**src/rtl/crc2_pkg.sv**
```systemverilog
package crc2_pkg;
  localparam int unsigned BYTE_W = 8;
  localparam int unsigned MID_W  = 123;
  localparam int unsigned CRC_W  = 32;

  // Sparse multiple of the CRC-32 generator, leading x^123 implied.
  localparam logic [MID_W-1:0] MID_TAPS =
      (MID_W'(1) << 111) | (MID_W'(1) << 92) | (MID_W'(1) << 84) |
      (MID_W'(1) << 64)  | (MID_W'(1) << 46) | (MID_W'(1) << 23) |
      MID_W'(1);

  // Dense CRC-32 generator, msbit-first, leading x^32 implied.
  localparam logic [CRC_W-1:0] CRC_POLY = 32'h04C11DB7;
endpackage

```
**src/rtl/crc2_sparse_front.sv**
```systemverilog
module crc2_sparse_front #(
  parameter int unsigned        DW   = 8,
  parameter int unsigned        RW   = 123,
  parameter logic [RW-1:0]      TAPS = '0
) (
  input  logic          clk,
  input  logic          rst,
  input  logic          take,
  input  logic          clear,
  input  logic [DW-1:0] din,
  output logic [RW-1:0] rem_q,
  output logic [RW-1:0] rem_nxt
);
  // Plain long division: each bit shifts in at the bottom and the bit
  // leaving the top folds the taps back in.
  always_comb begin
    logic [RW-1:0] r;
    logic          top;
    r = rem_q;
    for (int k = DW - 1; k >= 0; k--) begin
      top = r[RW-1];
      r   = {r[RW-2:0], din[k]};
      if (top) r = r ^ TAPS;
    end
    rem_nxt = r;
  end

  always_ff @(posedge clk) begin
    if (rst || clear) rem_q <= '0;
    else if (take)    rem_q <= rem_nxt;
  end

  // without a taken byte the remainder stays put
  assert_idle_hold_R8: assert property (@(posedge clk) disable iff (rst)
    !take |=> $stable(rem_q));
endmodule

```
**src/rtl/crc2_dense_reduce.sv**
```systemverilog
module crc2_dense_reduce #(
  parameter int unsigned   IW   = 123,
  parameter int unsigned   CW   = 32,
  parameter logic [CW-1:0] POLY = '0
) (
  input  logic          clk,
  input  logic          rst,
  input  logic          load,
  input  logic [IW-1:0] load_val,
  output logic          busy,
  output logic [CW-1:0] crc_out,
  output logic          done
);
  localparam int unsigned CNT_W = $clog2(IW + 1);

  logic [IW-1:0]    sh;
  logic [CW-1:0]    acc;
  logic [CW-1:0]    acc_nxt;
  logic [CNT_W-1:0] cnt;
  logic             fb;

  // Deferred-XOR serial division over the intermediate bits, top first.
  always_comb begin
    fb      = acc[CW-1] ^ sh[IW-1];
    acc_nxt = {acc[CW-2:0], 1'b0} ^ (fb ? POLY : '0);
  end

  always_ff @(posedge clk) begin
    if (rst) begin
      sh      <= '0;
      acc     <= '0;
      cnt     <= '0;
      busy    <= 1'b0;
      done    <= 1'b0;
      crc_out <= '0;
    end else begin
      done <= 1'b0;
      if (load) begin
        sh   <= load_val;
        acc  <= '0;
        cnt  <= '0;
        busy <= 1'b1;
      end else if (busy) begin
        acc <= acc_nxt;
        sh  <= sh << 1;
        cnt <= cnt + 1'b1;
        if (cnt == CNT_W'(IW - 1)) begin
          busy    <= 1'b0;
          done    <= 1'b1;
          crc_out <= acc_nxt;
        end
      end
    end
  end

  assert_done_after_busy_R4: assert property (@(posedge clk) disable iff (rst)
    done |-> $past(busy));
  assert_done_single_R4: assert property (@(posedge clk) disable iff (rst)
    done |=> !done);
  assert_count_bound_R4: assert property (@(posedge clk) disable iff (rst)
    busy |-> (cnt < CNT_W'(IW)));
  assert_result_hold_R6: assert property (@(posedge clk) disable iff (rst)
    !done |-> $stable(crc_out));
  assert_no_reload_R5: assert property (@(posedge clk) disable iff (rst)
    load |-> !busy);
endmodule

```
**src/rtl/crc2_engine.sv**
```systemverilog
module crc2_engine #(
  parameter int unsigned                   DW   = crc2_pkg::BYTE_W,
  parameter int unsigned                   IW   = crc2_pkg::MID_W,
  parameter int unsigned                   CW   = crc2_pkg::CRC_W,
  parameter logic [IW-1:0]                 TAPS = crc2_pkg::MID_TAPS,
  parameter logic [CW-1:0]                 POLY = crc2_pkg::CRC_POLY
) (
  input  logic          clk,
  input  logic          rst,
  input  logic [DW-1:0] in_byte,
  input  logic          in_valid,
  input  logic          in_last,
  output logic          in_ready,
  output logic [CW-1:0] crc_out,
  output logic          crc_done
);
  logic          red_busy;
  logic          take;
  logic          take_last;
  logic [IW-1:0] front_rem;
  logic [IW-1:0] front_nxt;

  assign in_ready  = !red_busy;
  assign take      = in_valid && in_ready;
  assign take_last = take && in_last;

  crc2_sparse_front #(.DW(DW), .RW(IW), .TAPS(TAPS)) u_front (
    .clk     (clk),
    .rst     (rst),
    .take    (take),
    .clear   (take_last),
    .din     (in_byte),
    .rem_q   (front_rem),
    .rem_nxt (front_nxt)
  );

  crc2_dense_reduce #(.IW(IW), .CW(CW), .POLY(POLY)) u_reduce (
    .clk      (clk),
    .rst      (rst),
    .load     (take_last),
    .load_val (front_nxt),
    .busy     (red_busy),
    .crc_out  (crc_out),
    .done     (crc_done)
  );

  assert_start_on_last_R5: assert property (@(posedge clk) disable iff (rst)
    $rose(red_busy) |-> $past(in_valid && in_last));
  assert_front_cleared_R7: assert property (@(posedge clk) disable iff (rst)
    $rose(red_busy) |-> (front_rem == '0));
  assert_ready_with_done_R7: assert property (@(posedge clk) disable iff (rst)
    crc_done |-> in_ready);
endmodule

```
**config.mk**
```make
export PLATFORM = sky130hd
export DESIGN_NAME = crc2_engine
export DESIGN_NICKNAME = d
export VERILOG_FILES = /design/src/rtl/crc2_pkg.sv /design/src/rtl/crc2_sparse_front.sv /design/src/rtl/crc2_dense_reduce.sv /design/src/rtl/crc2_engine.sv
export SDC_FILE = /design/constraint.sdc
export NUM_CORES = 1
export LEC_CHECK = 0
export BUFFER_PORTS_ARGS = -buffer_cell sky130_fd_sc_hd__buf_2
export CAP_MARGIN = 40
export CORE_MARGIN = 2
export CORE_UTILIZATION = 50
export CTS_BUF_LIST = sky130_fd_sc_hd__clkbuf_4
export DETAILED_ROUTE_END_ITERATION = 6
export GPL_TIMING_DRIVEN = 0
export HOLD_SLACK_MARGIN = 0.1
export PLACE_DENSITY = 0.69
export SLEW_MARGIN = 20
export SYNTH_ARGS = -nofsm -noshare
export SYNTH_HDL_FRONTEND = slang
export SYNTH_HIERARCHICAL = 1
export SYNTH_SLANG_ARGS = --single-unit
```
**constraint.sdc**
```tcl
create_clock -name clk -period 1.55 [get_ports clk]
set_input_delay 0.2325 -clock clk [delete_from_list [all_inputs] [get_ports clk]]
set_output_delay 0.2325 -clock clk [all_outputs]
set_load 0.05 [all_outputs]
```
==> run summary <==
Placer Congestion: 0.779
Die W: 168 um
Avg WL per Cell: 15.7 um
Placed Area: 14,100 um^2
Gate Count Post-Synth: 1,490
clk_skew: 74.9 ps
Static Leakage: 6.37 nW
final setup margin: -68.5 ps
GRT Total Usage: 0.225
Synth Area per Inst: 9.02 um^2
data arrival time of the worst path: 2140 ps
Syn Nets: 1,504
failing checks: setup timing
Rows: 60
TritonRoute pass-1 iters: 5
global-route wire length before repair: 51,500 um
fin crit period: 1620 ps
DRC: 0
Routed Antenna Nets: 0
initial antenna violation count: 1
Final Hold Fails: 0
CP Launch Type: register
max frequency: 0.618 GHz
CTS buffer count: 82
Vias: 10,600
Power Dens Cells: 1080 nW/um^2
Cells after DPL: 1,876
Initial Utilization: 0.504
vias in the first global route: 10,400
clock-pin slew on the worst setup and hold paths: 70 ps
Peak VDD IR: 0.680 mV
Critical Path End Type: register
CTS tree: yes
CTS Buffer Depth: 3
core box area: 26,700 um^2
remaining global-route overflow: 0
multi-input logic area: 6410 um^2
max_slew headroom: 0.535
Ys Warns: 6
Pwr Total: 17.2 mW
Finished Cell Area: 15,900 um^2
RSZ-0062 raised after global routing: true
share of post-route cells with drive strength above 1: 0.270
Data required, critical path: 2070 ps
Vias/cell: 5.23
filler cell count: 2,299
largest net degree at the start of global routing: 20
number of clock sinks: 319
Initial DRC Count: 708
CP Max Fanout: 10
Final #Nets: 1,651
Post-Syn Area: 13,400 um^2
utilization after layout: 0.597
Post-Route WL: 31,900 um
slew of the pin with the lowest slew margin: 698 ps
smallest hold slack: 141 ps
Worst-Skew Late Latency: 730 ps
synth-to-layout area growth: 18.3%
Crit Path Class: reg -> reg
die height: 168 um
max-slew violations: 0
I/O Buffers: 45
I/O Pins: 46
Final Setup Violations: 66
period utilization: 1.04
die area: 28,200 um^2
Hold/Removal Path Class: in -> reg
status: finished with violations
Max Cap Viol: 0
htree depth: 3
DP Wirelength: 20,800 um
root buffer cell: clkbuf_4
sequential cell area: 6400 um^2
Post-Layout Cell Count: 2,028
## final cells by class
type                            count  area share
Timing Repair Buffer               67      0.0385
Inverter                           59      0.0142
Buffer                            116      0.0530
Clock inverter                     11     0.00433
Tap cell                          341      0.0268
Antenna cell                        1    0.000157
Sequential cell                   319       0.402
Clock buffer                      122      0.0576
Multi-Input combinational cell    992       0.403
## stage by stage
stage,setup WS (ps),setup TNS (ps)
after floorplan,18.5,0
after global placement,-742,-92550
after detailed placement,-723,-93070
after CTS,-88.2,-5590
after global routing,-128,-7320
final,-68.5,-1630
## cell usage in the layout (no fill, tap or decap), types with 19 or more instances in the layout
master      n
nand2_1   247
buf_6      27
nor2_1    147
buf_2      39
a21oi_1   145
xnor2_1    70
inv_1      58
a211oi_1   45
nand3_1    19
dfxtp_1   313
mux2_2    122
buf_4      46
clkbuf_4  147
nand2b_1   26
mux2i_1    86
## state kept, by name, indices dropped and copies added, names as in the netlist
name,count
u_reduce/acc,32
u_front/rem_q,123
u_reduce/sh,123
u_reduce/busy,1
u_reduce/done,1
u_reduce/cnt,7
u_reduce/crc_out,32
## final timing paths
check                                  from                              end  slack (ps)  cells past startpoint
max                u_reduce/busy$_SDFF_PP0_     u_reduce/sh[97]$_SDFFE_PP0P_         -70                      7
min                                     rst  u_front/rem_q[112]$_SDFFE_PP0P_         140                      4
max reg2reg        u_reduce/busy$_SDFF_PP0_     u_reduce/sh[97]$_SDFFE_PP0P_         -70                      7
min reg2reg  u_front/rem_q[13]$_SDFFE_PP0P_     u_reduce/sh[21]$_SDFFE_PP0P_         450                      2
## per-layer routing
layer / routed length, um / part of all wire / vias up / track usage
met3: 1390 / 0.043 / 35 / 0.0430
met5: 0 / 0 / - / 0
met1: 15200 / 0.48 / 5036 / 0.300
li1: - / - / 5335 / -
met2: 14800 / 0.46 / 203 / 0.365
met4: 449 / 0.014 / 0 / 0.0805
## worst max-delay path, stage by stage, from the launching register on
cell      delay (ps)
dfxtp_4          360
and3b_2          290
buf_6            170
clkinv_4         110
buf_12           170
clkbuf_8         170
nand2_1           60
a21oi_1           60
## timing repair
item | 4_1_cts | 5_1_grt
hold buffers | 9 | 1
setup buffers | 6 | 0
hold endpoints to repair | 35 | 1
pin swaps | 4 | 4
setup endpoints to repair | 346 | 269
resized for setup | 134 | 103
gates cloned | 4 | 1
## report_power, final
group / total [mW] / internal [mW] / switching, mW
clock: 6.96 / 3.58 / 3.38
sequential: 8.59 / 8.42 / 0.163
combinational: 1.70 / 0.712 / 0.988
total: 17.2 / 12.7 / 4.53
No activity file was read; power rests on OpenSTA's default activity.
